## src/rtl/gpio_bank_pkg.sv

```systemverilog
package gpio_bank_pkg;
  localparam int ADDR_W = 8;
  localparam int DATA_W = 32;

  localparam logic [ADDR_W-1:0] A_REV    = 8'h00;
  localparam logic [ADDR_W-1:0] A_CFG    = 8'h10;
  localparam logic [ADDR_W-1:0] A_SSTAT  = 8'h14;
  localparam logic [ADDR_W-1:0] A_STA    = 8'h18;
  localparam logic [ADDR_W-1:0] A_ENA    = 8'h1C;
  localparam logic [ADDR_W-1:0] A_WEN    = 8'h20;
  localparam logic [ADDR_W-1:0] A_STB    = 8'h28;
  localparam logic [ADDR_W-1:0] A_ENB    = 8'h2C;
  localparam logic [ADDR_W-1:0] A_CTRL   = 8'h30;
  localparam logic [ADDR_W-1:0] A_OE     = 8'h34;
  localparam logic [ADDR_W-1:0] A_DIN    = 8'h38;
  localparam logic [ADDR_W-1:0] A_DOUT   = 8'h3C;
  localparam logic [ADDR_W-1:0] A_LLO    = 8'h40;
  localparam logic [ADDR_W-1:0] A_LHI    = 8'h44;
  localparam logic [ADDR_W-1:0] A_RISE   = 8'h48;
  localparam logic [ADDR_W-1:0] A_FALL   = 8'h4C;
  localparam logic [ADDR_W-1:0] A_DBEN   = 8'h50;
  localparam logic [ADDR_W-1:0] A_DBT    = 8'h54;
  localparam logic [ADDR_W-1:0] A_ENA_C  = 8'h60;
  localparam logic [ADDR_W-1:0] A_ENA_S  = 8'h64;
  localparam logic [ADDR_W-1:0] A_ENB_C  = 8'h70;
  localparam logic [ADDR_W-1:0] A_ENB_S  = 8'h74;
  localparam logic [ADDR_W-1:0] A_WEN_C  = 8'h80;
  localparam logic [ADDR_W-1:0] A_WEN_S  = 8'h84;
  localparam logic [ADDR_W-1:0] A_DOUT_C = 8'h90;
  localparam logic [ADDR_W-1:0] A_DOUT_S = 8'h94;

  localparam int CFG_W = 5;
  localparam logic [CFG_W-1:0] CFG_KEEP = 5'h1D;
  localparam int CFG_SRST_BIT = 1;
  localparam int CFG_WAKE_BIT = 2;
  localparam int CTRL_W = 3;
  localparam logic [CTRL_W-1:0] CTRL_RST = 3'd2;
endpackage

```

## src/rtl/gpio_event_det.sv

```systemverilog
module gpio_event_det #(
  parameter int NLINES = 32
) (
  input  logic              clk,
  input  logic              rst,
  input  logic [NLINES-1:0] pin_in,
  input  logic [NLINES-1:0] is_input,
  input  logic [NLINES-1:0] det_rise,
  input  logic [NLINES-1:0] det_fall,
  input  logic [NLINES-1:0] det_high,
  input  logic [NLINES-1:0] det_low,
  output logic [NLINES-1:0] event_hit
);
  logic [NLINES-1:0] pin_prev;

  always_ff @(posedge clk) begin
    if (rst) pin_prev <= '0;
    else     pin_prev <= pin_in;
  end

  for (genvar i = 0; i < NLINES; i++) begin : g_line
    logic up, down;
    assign up   = pin_in[i] & ~pin_prev[i];
    assign down = ~pin_in[i] & pin_prev[i];
    assign event_hit[i] = is_input[i] &
                          ((up & det_rise[i]) | (down & det_fall[i]) |
                           (pin_in[i] & det_high[i]) | (~pin_in[i] & det_low[i]));
  end
endmodule

```

## src/rtl/gpio_bank_regs.sv

```systemverilog
module gpio_bank_regs
  import gpio_bank_pkg::*;
#(
  parameter int NLINES   = 32,
  parameter int DBT_W    = 8,
  parameter int REVISION = 32'h25
) (
  input  logic              clk,
  input  logic              rst,
  input  logic              bus_sel,
  input  logic              bus_wr,
  input  logic [ADDR_W-1:0] bus_addr,
  input  logic [DATA_W-1:0] bus_wdata,
  output logic [DATA_W-1:0] bus_rdata,
  input  logic [NLINES-1:0] pin_in,
  input  logic [NLINES-1:0] event_hit,
  output logic [NLINES-1:0] oe_q,
  output logic [NLINES-1:0] dout_q,
  output logic [NLINES-1:0] rise_q,
  output logic [NLINES-1:0] fall_q,
  output logic [NLINES-1:0] lhi_q,
  output logic [NLINES-1:0] llo_q,
  output logic [NLINES-1:0] st_a_q,
  output logic [NLINES-1:0] st_b_q,
  output logic [NLINES-1:0] en_a_q,
  output logic [NLINES-1:0] en_b_q,
  output logic [CFG_W-1:0]  cfg_q,
  output logic              irq_a_q,
  output logic              irq_b_q,
  output logic              wake_q
);
  logic [NLINES-1:0] wen_q, dben_q;
  logic [DBT_W-1:0]  dbt_q;
  logic [CTRL_W-1:0] ctrl_q;

  logic [NLINES-1:0] wd;
  logic wr, rd, srst;
  assign wr   = bus_sel & bus_wr;
  assign rd   = bus_sel & ~bus_wr;
  assign wd   = bus_wdata[NLINES-1:0];
  assign srst = wr && (bus_addr == A_CFG) && bus_wdata[CFG_SRST_BIT];

  function automatic logic [NLINES-1:0] upd(input logic [NLINES-1:0] cur,
      input logic [ADDR_W-1:0] a, input logic [ADDR_W-1:0] a_w,
      input logic [ADDR_W-1:0] a_c, input logic [ADDR_W-1:0] a_s,
      input logic [NLINES-1:0] v);
    if (a == a_w)      return v;
    else if (a == a_c) return cur & ~v;
    else if (a == a_s) return cur | v;
    else               return cur;
  endfunction

  logic [NLINES-1:0] st_a_n, st_b_n, en_a_n, en_b_n, wen_n;
  logic wake_set, wake_clr, wake_n, wake_ok;

  assign wake_ok  = cfg_q[CFG_WAKE_BIT] && (cfg_q[4:3] != 2'b00);
  assign wake_set = wake_ok && |(event_hit & wen_q);
  assign wake_clr = wr && (bus_addr == A_WEN_C);

  always_comb begin
    st_a_n = (st_a_q & ~((wr && bus_addr == A_STA) ? wd : '0)) | event_hit;
    st_b_n = (st_b_q & ~((wr && bus_addr == A_STB) ? wd : '0)) | event_hit;
    en_a_n = wr ? upd(en_a_q, bus_addr, A_ENA, A_ENA_C, A_ENA_S, wd) : en_a_q;
    en_b_n = wr ? upd(en_b_q, bus_addr, A_ENB, A_ENB_C, A_ENB_S, wd) : en_b_q;
    wen_n  = wr ? upd(wen_q, bus_addr, A_WEN, A_WEN_C, A_WEN_S, wd) : wen_q;
    wake_n = (wake_q & ~wake_clr) | wake_set;
    if (srst) begin
      st_a_n = '0; st_b_n = '0; en_a_n = '0; en_b_n = '0; wake_n = 1'b0;
    end
  end

  always_ff @(posedge clk) begin
    if (rst) begin
      st_a_q <= '0; st_b_q <= '0; en_a_q <= '0; en_b_q <= '0;
      wen_q  <= '0; wake_q <= 1'b0; irq_a_q <= 1'b0; irq_b_q <= 1'b0;
    end else begin
      st_a_q  <= st_a_n;
      st_b_q  <= st_b_n;
      en_a_q  <= en_a_n;
      en_b_q  <= en_b_n;
      wen_q   <= srst ? '0 : wen_n;
      wake_q  <= wake_n;
      irq_a_q <= |(st_a_n & en_a_n);
      irq_b_q <= |(st_b_n & en_b_n);
    end
  end

  always_ff @(posedge clk) begin
    if (rst || srst) begin
      oe_q <= '1; dout_q <= '0; rise_q <= '0; fall_q <= '0;
      lhi_q <= '0; llo_q <= '0; dben_q <= '0; dbt_q <= '0;
      ctrl_q <= CTRL_RST;
      cfg_q <= rst ? '0 : (bus_wdata[CFG_W-1:0] & CFG_KEEP);
    end else if (wr) begin
      dout_q <= upd(dout_q, bus_addr, A_DOUT, A_DOUT_C, A_DOUT_S, wd);
      case (bus_addr)
        A_CFG:  cfg_q  <= bus_wdata[CFG_W-1:0] & CFG_KEEP;
        A_CTRL: ctrl_q <= bus_wdata[CTRL_W-1:0];
        A_OE:   oe_q   <= wd;
        A_LLO:  llo_q  <= wd;
        A_LHI:  lhi_q  <= wd;
        A_RISE: rise_q <= wd;
        A_FALL: fall_q <= wd;
        A_DBEN: dben_q <= wd;
        A_DBT:  dbt_q  <= bus_wdata[DBT_W-1:0];
        default: ;
      endcase
    end
  end

  always_ff @(posedge clk) begin
    if (rst) bus_rdata <= '0;
    else if (rd) begin
      case (bus_addr)
        A_REV:                     bus_rdata <= DATA_W'(REVISION);
        A_CFG:                     bus_rdata <= DATA_W'(cfg_q);
        A_SSTAT:                   bus_rdata <= DATA_W'(1);
        A_STA:                     bus_rdata <= DATA_W'(st_a_q);
        A_ENA, A_ENA_C, A_ENA_S:   bus_rdata <= DATA_W'(en_a_q);
        A_WEN, A_WEN_C, A_WEN_S:   bus_rdata <= DATA_W'(wen_q);
        A_STB:                     bus_rdata <= DATA_W'(st_b_q);
        A_ENB, A_ENB_C, A_ENB_S:   bus_rdata <= DATA_W'(en_b_q);
        A_CTRL:                    bus_rdata <= DATA_W'(ctrl_q);
        A_OE:                      bus_rdata <= DATA_W'(oe_q);
        A_DIN:                     bus_rdata <= DATA_W'(pin_in);
        A_DOUT, A_DOUT_C, A_DOUT_S: bus_rdata <= DATA_W'(dout_q);
        A_LLO:                     bus_rdata <= DATA_W'(llo_q);
        A_LHI:                     bus_rdata <= DATA_W'(lhi_q);
        A_RISE:                    bus_rdata <= DATA_W'(rise_q);
        A_FALL:                    bus_rdata <= DATA_W'(fall_q);
        A_DBEN:                    bus_rdata <= DATA_W'(dben_q);
        A_DBT:                     bus_rdata <= DATA_W'(dbt_q);
        default:                   bus_rdata <= '0;
      endcase
    end
  end
endmodule

```

## src/rtl/gpio_dual_irq_bank.sv

```systemverilog
module gpio_dual_irq_bank
  import gpio_bank_pkg::*;
#(
  parameter int NLINES   = 32,
  parameter int DBT_W    = 8,
  parameter int REVISION = 32'h25
) (
  input  logic              clk,
  input  logic              rst,
  input  logic              bus_sel,
  input  logic              bus_wr,
  input  logic [ADDR_W-1:0] bus_addr,
  input  logic [DATA_W-1:0] bus_wdata,
  output logic [DATA_W-1:0] bus_rdata,
  input  logic [NLINES-1:0] pin_in,
  output logic [NLINES-1:0] pad_out,
  output logic [NLINES-1:0] pad_drive,
  output logic              irq_a,
  output logic              irq_b,
  output logic              wake_req
);
  logic [NLINES-1:0] oe, dout, rise, fall, lhi, llo, hit;
  logic [NLINES-1:0] st_a, st_b, en_a, en_b;
  logic [CFG_W-1:0]  cfg;

  gpio_event_det #(.NLINES(NLINES)) u_det (
    .clk(clk), .rst(rst), .pin_in(pin_in), .is_input(oe),
    .det_rise(rise), .det_fall(fall), .det_high(lhi), .det_low(llo),
    .event_hit(hit)
  );

  gpio_bank_regs #(.NLINES(NLINES), .DBT_W(DBT_W), .REVISION(REVISION)) u_regs (
    .clk(clk), .rst(rst), .bus_sel(bus_sel), .bus_wr(bus_wr),
    .bus_addr(bus_addr), .bus_wdata(bus_wdata), .bus_rdata(bus_rdata),
    .pin_in(pin_in), .event_hit(hit),
    .oe_q(oe), .dout_q(dout), .rise_q(rise), .fall_q(fall),
    .lhi_q(lhi), .llo_q(llo), .st_a_q(st_a), .st_b_q(st_b),
    .en_a_q(en_a), .en_b_q(en_b), .cfg_q(cfg),
    .irq_a_q(irq_a), .irq_b_q(irq_b), .wake_q(wake_req)
  );

  assign pad_out   = dout;
  assign pad_drive = ~oe;
endmodule

```

## config.mk

```make
export PLATFORM = sky130hd
export DESIGN_NAME = gpio_dual_irq_bank
export DESIGN_NICKNAME = d
export VERILOG_FILES = /design/src/rtl/gpio_bank_pkg.sv /design/src/rtl/gpio_event_det.sv /design/src/rtl/gpio_bank_regs.sv /design/src/rtl/gpio_dual_irq_bank.sv
export SDC_FILE = /design/constraint.sdc
export NUM_CORES = 1
export LEC_CHECK = 0
export ABC_AREA = 0
export CAP_MARGIN = 10
export CELL_PAD_IN_SITES_DETAIL_PLACEMENT = 1
export CELL_PAD_IN_SITES_GLOBAL_PLACEMENT = 1
export CORE_ASPECT_RATIO = 1.5
export CORE_MARGIN = 2
export CORE_UTILIZATION = 47
export CTS_CLUSTER_DIAMETER = 40
export DETAILED_ROUTE_END_ITERATION = 6
export GPL_ROUTABILITY_DRIVEN = 0
export PLACE_DENSITY = 0.87
export SYNTH_ARGS = -nofsm -noshare
export SYNTH_HDL_FRONTEND = slang
export SYNTH_SLANG_ARGS = --single-unit
```

## constraint.sdc

```tcl
create_clock -name clk -period 5.03 [get_ports clk]
set_clock_uncertainty 0.05 [all_clocks]
set_input_delay 0.7545 -clock clk [delete_from_list [all_inputs] [get_ports clk]]
set_output_delay 0.7545 -clock clk [all_outputs]
set_load 0.01 [all_outputs]
```

==> results.ini <==
[status]
status=finished with violations
violations=DRC

[sta]
setup_slack_ns=0.746
tightest_slew_ns=1.38
relSlewSlack_pct=7.13
hold_viol=0
min_period_ns=4.28
fmax_mhz=233
fin_crit_sh_pct=85.2
rsz0062_at_grt=false
setup_tns_ns=0
setup_violations=0
finalMaxSlewViolations=0

[placed_design]
place_hpwl_um=69800
port_buffers=174
dpl_cell_area_sq_um=23500
pre_cts_slack_ns=0.270

[logic_synthesis]
yosysTopAreaCellShare_pct=43.2
yosysWarnings=0
synth_fp_nets=2812
synth_area_sq_um=21400
yosysTopAreaCell=dfxtp_1
synth_cell_types=64
synth_most_common_cell=nand2_1
synthArstFlopShare_pct=0
synth-edff-count=4
synth_cells=2736
yosys_register_bits=466
ys_seq_area_share_pct=43.8
ys.flop_type=dfxtp_1
ys_top_cells_by_area=dfxtp_1, nand2_1, a21oi_1
syn_area_per_cell_sq_um=7.82
yosys-top-cells-count=nand2_1, dfxtp_1, a21oi_1, nor2_1, clkbuf_1

[worst_setup_path]
cp_max_fo=39
r2r_cells=6
worstPathRequired_ns=5.40
path_class=in2reg
worstSetupStartpointType=primary input
endpoint_kind=flop
cp.arrival_ns=4.66

[cells_and_area]
area_growth_pct=17.6
fin_nets=2845
final_util_pct=56.0
postLayoutCellArea_sq_um=25200
layout-drive-gt1-share_pct=6.89

[detailed_routing]
drc=2
vias=23900
first_pass_iters=7
viasPerCell=7.06
wire_per_inst_um=30.1
drt-total-wl_um=102000
drt_iter0_markers=3579
ant_nets=0

[power_and_ir_drop]
p_per_area_nw_per_um2=323
power_frac_clock_pct=46.2
combPwrFrac_pct=7.0
sequentialPowerShare_pct=46.8
ir_worst_vdd_v=0.000292
p_int_w=0.00607
power.leakage_nw=8.96
power.switching_w=0.00208
power_switching_share_pct=25.5

[worst_hold_path]
worstHoldPathType=reg2reg
min_path_cells=2

[cts]
cts_made_buffers=50
clock_path_buffers=3
cts-root-buf=clkbuf_16
cts_tree=built
worstSkewPairLatency_ns=0.58
clk_pin_slew_ns=0.06
cts-htree-levels=2
cts_hold_buf=0
ctsResizeCount=0
clkSinkCount=466
cts_setup_buffers=0

[die]
core_area_sq_um=44900
fp.dieH_um=265
pin_count=175
start_util_pct=47.6
fp.dieArea_sq_um=47300
die_width_um=178
placementRows=95

[global_routing]
antenna_found_initial=4
gr-total-overflow=0
grt_pass1_wl_um=151000
grt_max_degree=70
grtUsageTotal_pct=42.3
grt_pass1_vias=24200

[flow_run]
maxCapViolCount=0

per-layer routing:
| layer | routed length, um | track usage, % | vias up |
|---|---|---|---|
| li1 | - | - | 9797 |
| met1 | 36000 | 50.7 | 11700 |
| met2 | 45300 | 66.2 | 1867 |
| met3 | 12500 | 11.0 | 579 |
| met4 | 8230 | 28.7 | 4 |
| met5 | 19 | 0 | - |
cells by family after synthesis:
kind of cell | after synthesis | share of synthesized area (%)
compound gates | 892 | 28.1
buf+inv | 350 | 6.76
flops | 466 | 43.8
mux | 1 | 0.0468
simple gates | 1027 | 21.3
power groups by stage:
stage / combinational [W] / sequential (W) / clock, W
4_1_cts: 0.000536 / 0.00380 / 0.00375
6_report: 0.000569 / 0.00381 / 0.00377
3_5_place_dp: 0.000531 / 0.00388 / 0
5_1_grt: 0.000578 / 0.00381 / 0.00390
2_1_floorplan: 0.000279 / 0.00385 / 0
3_3_place_gp: 0.000513 / 0.00388 / 0
worst paths after layout:
check / slack, ns / startpoint / end
setup reg to reg: 2.30 / u_det.pin_prev[28] / u_regs.irq_a_q
hold reg to reg: 0.40 / u_regs.bus_rdata[4] / u_regs.bus_rdata[4]
setup / recovery: 0.75 / bus_addr[2] / u_regs.irq_a_q
hold / removal: 0.40 / u_regs.bus_rdata[4] / u_regs.bus_rdata[4]
layout by cell type (no fill, tap or decap), types with 51 or more instances in the layout:
| cell | instances |
|---|---|
| nand3_1 | 66 |
| dfxtp_1 | 462 |
| nand2_1 | 545 |
| a22oi_1 | 108 |
| inv_1 | 68 |
| nor2_1 | 221 |
| a21oi_1 | 314 |
| buf_4 | 80 |
| a22o_1 | 64 |
| clkdlybuf4s50_1 | 173 |
| o21ai_0 | 86 |
| a32oi_1 | 55 |
| clkbuf_16 | 51 |
area by class of cell:
cell class	instances	area (sq um)
fill	5423	19800
multi-input combinational	1920	10700
sequential	466	9370
timing repair buffer	263	2520
clock buffer	64	1390
tap	582	728
inverter	68	255
clock inverter	22	241
antenna	4	10.0
worst max-delay path: stages:
cell and delay [ns]:
clkdlybuf4s50_1 0.65, or4b_1 0.97, nor2_2 0.21, buf_4 0.44
nand2_1 0.12, a21oi_1 0.44, o22ai_1 0.18, nor4_1 0.67
a31oi_1 0.19
stage by stage:
step | power [W] | hold slack (ns) | instances
final | 0.00814 | 0.400 | 3389
after global routing | 0.00829 | 0.421 | 3385
after CTS | 0.00809 | 0.404 | 3385
after detailed placement | 0.00441 | 0.397 | 3299
after global placement | 0.00439 | 0.392 | 3299
after floorplan | 0.00413 | 0.386 | 2736
(Power assumes the default switching activity.)
